`src/rtl/rsc_pkg.sv`:
```
package rsc_pkg;

    localparam int SEQ_LEN = 6;
    localparam int ADDR_W  = 16;
    localparam int STEP_W  = $clog2(SEQ_LEN + 1);

    typedef enum logic [1:0] {
        PH_IDLE  = 2'd0,
        PH_CLEAR = 2'd1,
        PH_COPY  = 2'd2,
        PH_HOLD  = 2'd3
    } phase_e;

    // Unlock pattern; the order is behaviour
    function automatic logic [ADDR_W-1:0] seq_addr(input logic [STEP_W-1:0] idx);
        logic [ADDR_W-1:0] a;
        case (idx)
            STEP_W'(0): a = 16'h0E38;
            STEP_W'(1): a = 16'h31C7;
            STEP_W'(2): a = 16'h03E0;
            STEP_W'(3): a = 16'h3C1F;
            STEP_W'(4): a = 16'h303F;
            STEP_W'(5): a = 16'h0C63;
            default:    a = '0;
        endcase
        return a;
    endfunction

endpackage

```
`src/rtl/rsc_bus_edge.sv`:
```
// Captures address and direction while chip enable is low; flags the
// end of each cycle on the rising edge of chip enable.
module rsc_bus_edge
    import rsc_pkg::*;
(
    input  logic              clk,
    input  logic              rst_n,
    input  logic [ADDR_W-1:0] bus_addr,
    input  logic              bus_ce_n,
    input  logic              bus_rd,
    output logic              cyc_end,
    output logic              cyc_read,
    output logic [ADDR_W-1:0] cyc_addr
);

    typedef struct packed {
        logic              ce_n;
        logic              rd;
        logic [ADDR_W-1:0] addr;
    } edge_t;

    edge_t st_d, st_q;

    always_comb begin
        st_d      = st_q;
        st_d.ce_n = bus_ce_n;
        if (!bus_ce_n) begin
            st_d.rd   = bus_rd;
            st_d.addr = bus_addr;
        end
    end

    always_ff @(posedge clk) begin
        if (!rst_n) begin
            st_q <= '{ce_n: 1'b1, rd: 1'b0, addr: '0};
        end else begin
            st_q <= st_d;
        end
    end

    assign cyc_end  = !st_q.ce_n && bus_ce_n;
    assign cyc_read = st_q.rd;
    assign cyc_addr = st_q.addr;

endmodule

```
`src/rtl/rsc_seq_match.sv`:
```
// Step counter for the six-read unlock pattern.
module rsc_seq_match
    import rsc_pkg::*;
(
    input  logic              clk,
    input  logic              rst_n,
    input  logic              hold,
    input  logic              cyc_end,
    input  logic              cyc_read,
    input  logic [ADDR_W-1:0] cyc_addr,
    output logic              launch
);

    localparam logic [STEP_W-1:0] LAST_STEP = STEP_W'(SEQ_LEN - 1);

    typedef struct packed {
        logic [STEP_W-1:0] step;
    } match_t;

    match_t m_d, m_q;
    logic   hit_next;
    logic   hit_first;
    logic   read_end;

    always_comb begin
        hit_next  = (cyc_addr == seq_addr(m_q.step));
        hit_first = (cyc_addr == seq_addr('0));
        read_end  = cyc_end && cyc_read && !hold;
        launch    = read_end && hit_next && (m_q.step == LAST_STEP);

        m_d = m_q;
        if (hold) begin
            m_d.step = '0;
        end else if (cyc_end) begin
            if (!cyc_read) begin
                m_d.step = '0;
            end else if (hit_next) begin
                m_d.step = (m_q.step == LAST_STEP) ? '0 : m_q.step + 1'b1;
            end else if (hit_first) begin
                m_d.step = STEP_W'(1);
            end else begin
                m_d.step = '0;
            end
        end
    end

    always_ff @(posedge clk) begin
        if (!rst_n) begin
            m_q <= '0;
        end else begin
            m_q <= m_d;
        end
    end

endmodule

```
`src/rtl/rsc_recall_fsm.sv`:
```
// Clear, then copy, then hold until the minimum lockout has elapsed.
module rsc_recall_fsm
    import rsc_pkg::*;
#(
    parameter int RECALL_CYCLES = 16
) (
    input  logic clk,
    input  logic rst_n,
    input  logic launch,
    input  logic clr_done,
    input  logic copy_done,
    output logic busy,
    output logic clr_req,
    output logic copy_req,
    output logic recall_done
);

    localparam int CNT_W = $clog2(RECALL_CYCLES + 1);
    localparam logic [CNT_W-1:0] CNT_LIM = CNT_W'(RECALL_CYCLES);

    typedef struct packed {
        phase_e           ph;
        logic [CNT_W-1:0] cnt;
        logic             done;
    } fsm_t;

    fsm_t f_d, f_q;

    always_comb begin
        f_d      = f_q;
        f_d.done = 1'b0;
        if (f_q.ph != PH_IDLE && f_q.cnt != CNT_LIM) begin
            f_d.cnt = f_q.cnt + 1'b1;
        end
        case (f_q.ph)
            PH_IDLE: begin
                if (launch) begin
                    f_d.ph  = PH_CLEAR;
                    f_d.cnt = CNT_W'(1);
                end
            end
            PH_CLEAR: begin
                if (clr_done) f_d.ph = PH_COPY;
            end
            PH_COPY: begin
                if (copy_done) f_d.ph = PH_HOLD;
            end
            PH_HOLD: begin
                if (f_q.cnt == CNT_LIM) begin
                    f_d.ph   = PH_IDLE;
                    f_d.done = 1'b1;
                end
            end
            default: f_d.ph = PH_IDLE;
        endcase
    end

    always_ff @(posedge clk) begin
        if (!rst_n) begin
            f_q <= '{ph: PH_IDLE, cnt: '0, done: 1'b0};
        end else begin
            f_q <= f_d;
        end
    end

    assign busy        = (f_q.ph != PH_IDLE);
    assign clr_req     = (f_q.ph == PH_CLEAR);
    assign copy_req    = (f_q.ph == PH_COPY);
    assign recall_done = f_q.done;

endmodule

```
`src/rtl/recall_seq_ctrl.sv`:
```
module recall_seq_ctrl
    import rsc_pkg::*;
#(
    parameter int RECALL_CYCLES = 16
) (
    input  logic              clk,
    input  logic              rst_n,
    input  logic [ADDR_W-1:0] bus_addr,
    input  logic              bus_ce_n,
    input  logic              bus_rd,
    input  logic              clr_done,
    input  logic              copy_done,
    output logic              busy,
    output logic              clr_req,
    output logic              copy_req,
    output logic              recall_done
);

    logic              cyc_end;
    logic              cyc_read;
    logic [ADDR_W-1:0] cyc_addr;
    logic              launch;

    rsc_bus_edge u_edge (
        .clk      (clk),
        .rst_n    (rst_n),
        .bus_addr (bus_addr),
        .bus_ce_n (bus_ce_n),
        .bus_rd   (bus_rd),
        .cyc_end  (cyc_end),
        .cyc_read (cyc_read),
        .cyc_addr (cyc_addr)
    );

    rsc_seq_match u_match (
        .clk      (clk),
        .rst_n    (rst_n),
        .hold     (busy),
        .cyc_end  (cyc_end),
        .cyc_read (cyc_read),
        .cyc_addr (cyc_addr),
        .launch   (launch)
    );

    rsc_recall_fsm #(
        .RECALL_CYCLES (RECALL_CYCLES)
    ) u_fsm (
        .clk         (clk),
        .rst_n       (rst_n),
        .launch      (launch),
        .clr_done    (clr_done),
        .copy_done   (copy_done),
        .busy        (busy),
        .clr_req     (clr_req),
        .copy_req    (copy_req),
        .recall_done (recall_done)
    );

endmodule

```
`config.mk`:
```
export PLATFORM = sky130hd
export DESIGN_NAME = recall_seq_ctrl
export DESIGN_NICKNAME = d
export VERILOG_FILES = /design/src/rtl/rsc_pkg.sv /design/src/rtl/rsc_bus_edge.sv /design/src/rtl/rsc_seq_match.sv /design/src/rtl/rsc_recall_fsm.sv /design/src/rtl/recall_seq_ctrl.sv
export SDC_FILE = /design/constraint.sdc
export NUM_CORES = 1
export LEC_CHECK = 0
export ABC_CLOCK_PERIOD_IN_PS = 2200
export BUFFER_PORTS_ARGS = -buffer_cell sky130_fd_sc_hd__buf_2
export CAP_MARGIN = 15
export CORE_ASPECT_RATIO = 1.4
export CORE_MARGIN = 2
export CORE_UTILIZATION = 50
export DETAILED_ROUTE_END_ITERATION = 12
export PLACE_DENSITY = 0.83
export SLEW_MARGIN = 10
export SYNTH_ARGS = -nofsm -noshare
export SYNTH_HDL_FRONTEND = slang
export SYNTH_SLANG_ARGS = --single-unit
export TNS_END_PERCENT = 10
```
`constraint.sdc`:
```
create_clock -name clk -period 2.2 [get_ports clk]
set_clock_uncertainty 0.2 [all_clocks]
set_input_delay 0.55 -clock clk [delete_from_list [all_inputs] [get_ports clk]]
set_output_delay 0.55 -clock clk [all_outputs]
set_load 0.02 [all_outputs]
```
==> summary.txt <==
critical path type: reg -> reg
fraction of synthesized area in multiplexers: 10.1%
Worst Max-Slew Pin Slew: 0.558 ns
Routability Congestion: 1.00
highest attainable clock frequency: 451 MHz
delay of the slowest cell on the worst path: 0.59 ns
H-tree lvl count: 2
post-synthesis net count: 218
Detail Route Antenna Nets: 0
register bit total from synthesis: 29
Initial Util: 53.4%
post-synthesis instance area: 0.00168 mm²
destination of the critical timing path: u_fsm.f_q[7]
Post-Synthesis Mean Instance Area: 8.86 µm²
number of synthesized flops with an enable pin: 0
count of max-cap constraint violations: 0
Hold Path Class: in -> reg
post-layout util: 65.6%
num rows: 24
1st-pass router iterations: 4
Syn. warnings: 0
category of the worst setup path capture point: flip-flop
synthesized-area fraction occupied by xor and xnor cells: 2.60%
floorplan die height: 72.7 µm
number of global-route vias before repair: 1408
number of antenna violations at the first check in global routing: 0
outcome: complete, but fails checks
post-detailed-route wirelength per cell: 14.0 µm
Pins Over Slew Limit: 0
Starting DRT DRC Count: 43
clock tree from TritonCTS: built
Max Buffers Root-to-Sink: 2
complex-gate fraction of the synthesized area: 17.0%
# nets final: 253
# DRC: 0
wire length reported by the detailed router: 3720 µm
HPWL after DPL: 2720 µm
worst-path maximum fanout: 6
cells along the critical path: nand2b_4, buf_6, a21oi_2, or4_4, or4_4, o211ai_1
endpoint required time on the critical path: 2.21 ns
number of sinks on the clock net: 29
Data arrival, critical path: 2.23 ns
sequential-to-total area share from yosys stat: 34.5%
Total Die Area: 0.00386 mm²
total inserted antenna cells: 0
number of instances in the synthesized netlist: 190
critical path's most frequent cell: sky130_fd_sc_hd__or4_4
Final Cycle Share: 101%
number of vias after detailed routing: 1514
Static Leakage: 0.886 nW
Adder-Cell Fraction of Synth Area: 4.46%
setup repair after global routing missed its margin: true
# IOs: 26
number of endpoints failing setup at the final stage: 4
Post-CTS Setup Inserts: 0
post-synthesis async set-or-reset flop share: 0%
CTS Buf Count: 5
time the final worst path needs with I/O delays and setup: 2.22 ns
number of filler instances in the final layout: 266
total routing usage reported by global routing: 21.8%
largest voltage drop on the vdd net: 610 µV
power per cell area: 596 mW/mm²
first-pass GRT wire length: 6140 µm
number of cell instances on the worst register-to-register path: 6
R2R Setup Slk: -0.02 ns
Layout Area Growth over Synthesis: 22.9%
Placement Setup Slack: -0.0500 ns
max-slew headroom at the worst pin: 61.7%
clock tree root driver cell: sky130_fd_sc_hd__clkbuf_8
post-route worst setup slack: -0.0185 ns
post-synthesis cell type count: 47
Die Wd: 53.1 µm
Worst Setup SP: u_match.m_q[1]
share of post-route cells with drive strength above 1: 26.5%
Worst setup SP type: flip-flop
Port Buffer Count: 25
cell with the biggest individual delay on the critical path: sky130_fd_sc_hd__or4_4
Design Area, Final: 0.00207 mm²
combinational family with the most area after synthesis: simple AND/OR/NAND/NOR gates
insertion delay of the later-clocked pin in the worst-skew pair: 0.28 ns
setup TNS after final layout: -0.0454 ns
reg2reg start: u_match.m_q[1]
failing checks: setup timing
per-cell via count in the routed design: 5.71
total cell area at the placement stage: 0.00190 mm²
area inside the core boundary: 0.00315 mm²
quantity of hold-fixing buffers added after cts: 0
residual overflow from global routing: 0
clock slew at reported path FFs: 0.06 ns
worst hold slack after final layout: 0.295 ns
most common flop cell mapped by yosys: sky130_fd_sc_hd__dfxtp_1
worst r2r dst: u_fsm.f_q[7]
Final Hold Fails: 0
largest net degree at the start of global routing: 20
simple-gate share of the synthesized area: 26.2%
## registers in the layout (all words and copies together), names as in the netlist
| register | count |
|---|---|
| u_edge.cyc_addr | 16 |
| u_edge.cyc_read | 1 |
| u_edge.st_q | 1 |
| u_fsm.f_q | 7 |
| u_fsm.recall_done | 1 |
| u_match.m_q | 3 |
## worst min path at each step
stage / from / end / slack, ns / cells past startpoint
2_1_floorplan: u_edge.cyc_read / u_edge.cyc_read / 0.26 / 2
3_3_place_gp: u_edge.cyc_read / u_edge.cyc_read / 0.29 / 2
3_5_place_dp: u_edge.cyc_read / u_edge.cyc_read / 0.29 / 2
4_1_cts: bus_addr[13] / u_edge.cyc_addr[13] / 0.29 / 3
5_1_grt: bus_addr[13] / u_edge.cyc_addr[13] / 0.29 / 3
6_report: bus_addr[4] / u_edge.cyc_addr[4] / 0.29 / 3
## stage by stage
stage	instances	power, mW
final	265	1.23
after global routing	265	1.28
after CTS	265	1.24
after detailed placement	257	0.674
after global placement	257	0.670
after floorplan	190	0.633
## layer usage
layer | part of all wire (%) | up-vias | global-route usage, %
met5 | 0 | - | 0
met4 | 4.1 | 0 | 13.1
met3 | 4.3 | 14 | 5.33
met2 | 51 | 39 | 37.5
met1 | 40 | 696 | 23.2
li1 | - | 765 | -
## power by group
| group | internal (mW) | total, mW | switching [mW] |
|---|---|---|---|
| Clock | 0.369 | 0.570 | 0.202 |
| Sequential | 0.542 | 0.564 | 0.0216 |
| Combinational | 0.0500 | 0.0994 | 0.0494 |
| Total | 0.961 | 1.23 | 0.273 |
## cells by family (layout without fill, tap and decap cells)
group,Yosys count,after routing
AOI/OAI and AO/OA,39,39
xor gates and xnor gates,5,5
adders and majority gates,6,6
buffers and inverters,18,54
DFF,29,29
muxes,17,17
and+or+nand+nor,76,76
## what timing repair did
| item | in CTS | in global routing |
|---|---|---|
| endpoints found under the setup margin | 10 | 11 |
| resized for setup | 3 | 9 |
| pin swaps | 1 | 4 |
## final cells by class
cell class                 count  area [µm²]  share of cell area, %
multi-input combinational    143        1060                   51.3
sequential                    29         589                   28.5
timing repair buffer          37         219                   10.6
clock buffer                   7        86.3                   4.17
tap                           39        48.8                   2.36
inverter                       9        33.8                   1.63
clock inverter                 1        30.0                   1.45
## Yosys cell counts (all sizes together), types with 4 or more instances
cell	n	area [µm²]
inv	9	33.8
a32o	4	40.0
mux2i	17	170
dfxtp	29	581
nand2b	7	43.8
nor2	25	93.8
ha	6	75.1
nand2	8	30.0
xor2	5	43.8
a211oi	6	45.0
a21oi	7	35.0
buf	6	41.3
o21ai	8	40.0
## layout by cell type, fill, tap and decap left out, types with 2 or more instances in the layout
master	count
sky130_fd_sc_hd__dfxtp_1	26
sky130_fd_sc_hd__nor2_1	25
sky130_fd_sc_hd__buf_2	25
sky130_fd_sc_hd__mux2i_1	17
sky130_fd_sc_hd__buf_4	11
sky130_fd_sc_hd__inv_1	9
sky130_fd_sc_hd__nand2_1	8
sky130_fd_sc_hd__nand2b_1	6
sky130_fd_sc_hd__o21ai_0	6
sky130_fd_sc_hd__a211oi_1	6
sky130_fd_sc_hd__a21oi_1	6
sky130_fd_sc_hd__clkbuf_8	6
sky130_fd_sc_hd__xor2_1	5
sky130_fd_sc_hd__ha_1	5
sky130_fd_sc_hd__o211ai_1	3
sky130_fd_sc_hd__a32o_1	3
sky130_fd_sc_hd__or3_1	3
sky130_fd_sc_hd__nand3_1	3
sky130_fd_sc_hd__o21bai_1	2
sky130_fd_sc_hd__nor3b_1	2
sky130_fd_sc_hd__and3b_1	2
sky130_fd_sc_hd__nand3b_1	2
sky130_fd_sc_hd__o32a_1	2
sky130_fd_sc_hd__nor4bb_1	2
sky130_fd_sc_hd__or3b_2	2
sky130_fd_sc_hd__o21ai_1	2
sky130_fd_sc_hd__or4_4	2
sky130_fd_sc_hd__nor3_1	2
sky130_fd_sc_hd__nor4_1	2
sky130_fd_sc_hd__o41ai_1	2
sky130_fd_sc_hd__nor2b_1	2
sky130_fd_sc_hd__dfxtp_4	2
## worst max-delay path, delay by kind of cell (launching register included)
| family | cells | cell delay, ns |
|---|---|---|
| and+or+nand+nor | 3 | 1.26 |
| DFF | 1 | 0.38 |
| AOI/OAI and AO/OA | 2 | 0.22 |
| buffers and inverters | 1 | 0.09 |
(Power assumes the default switching activity.)
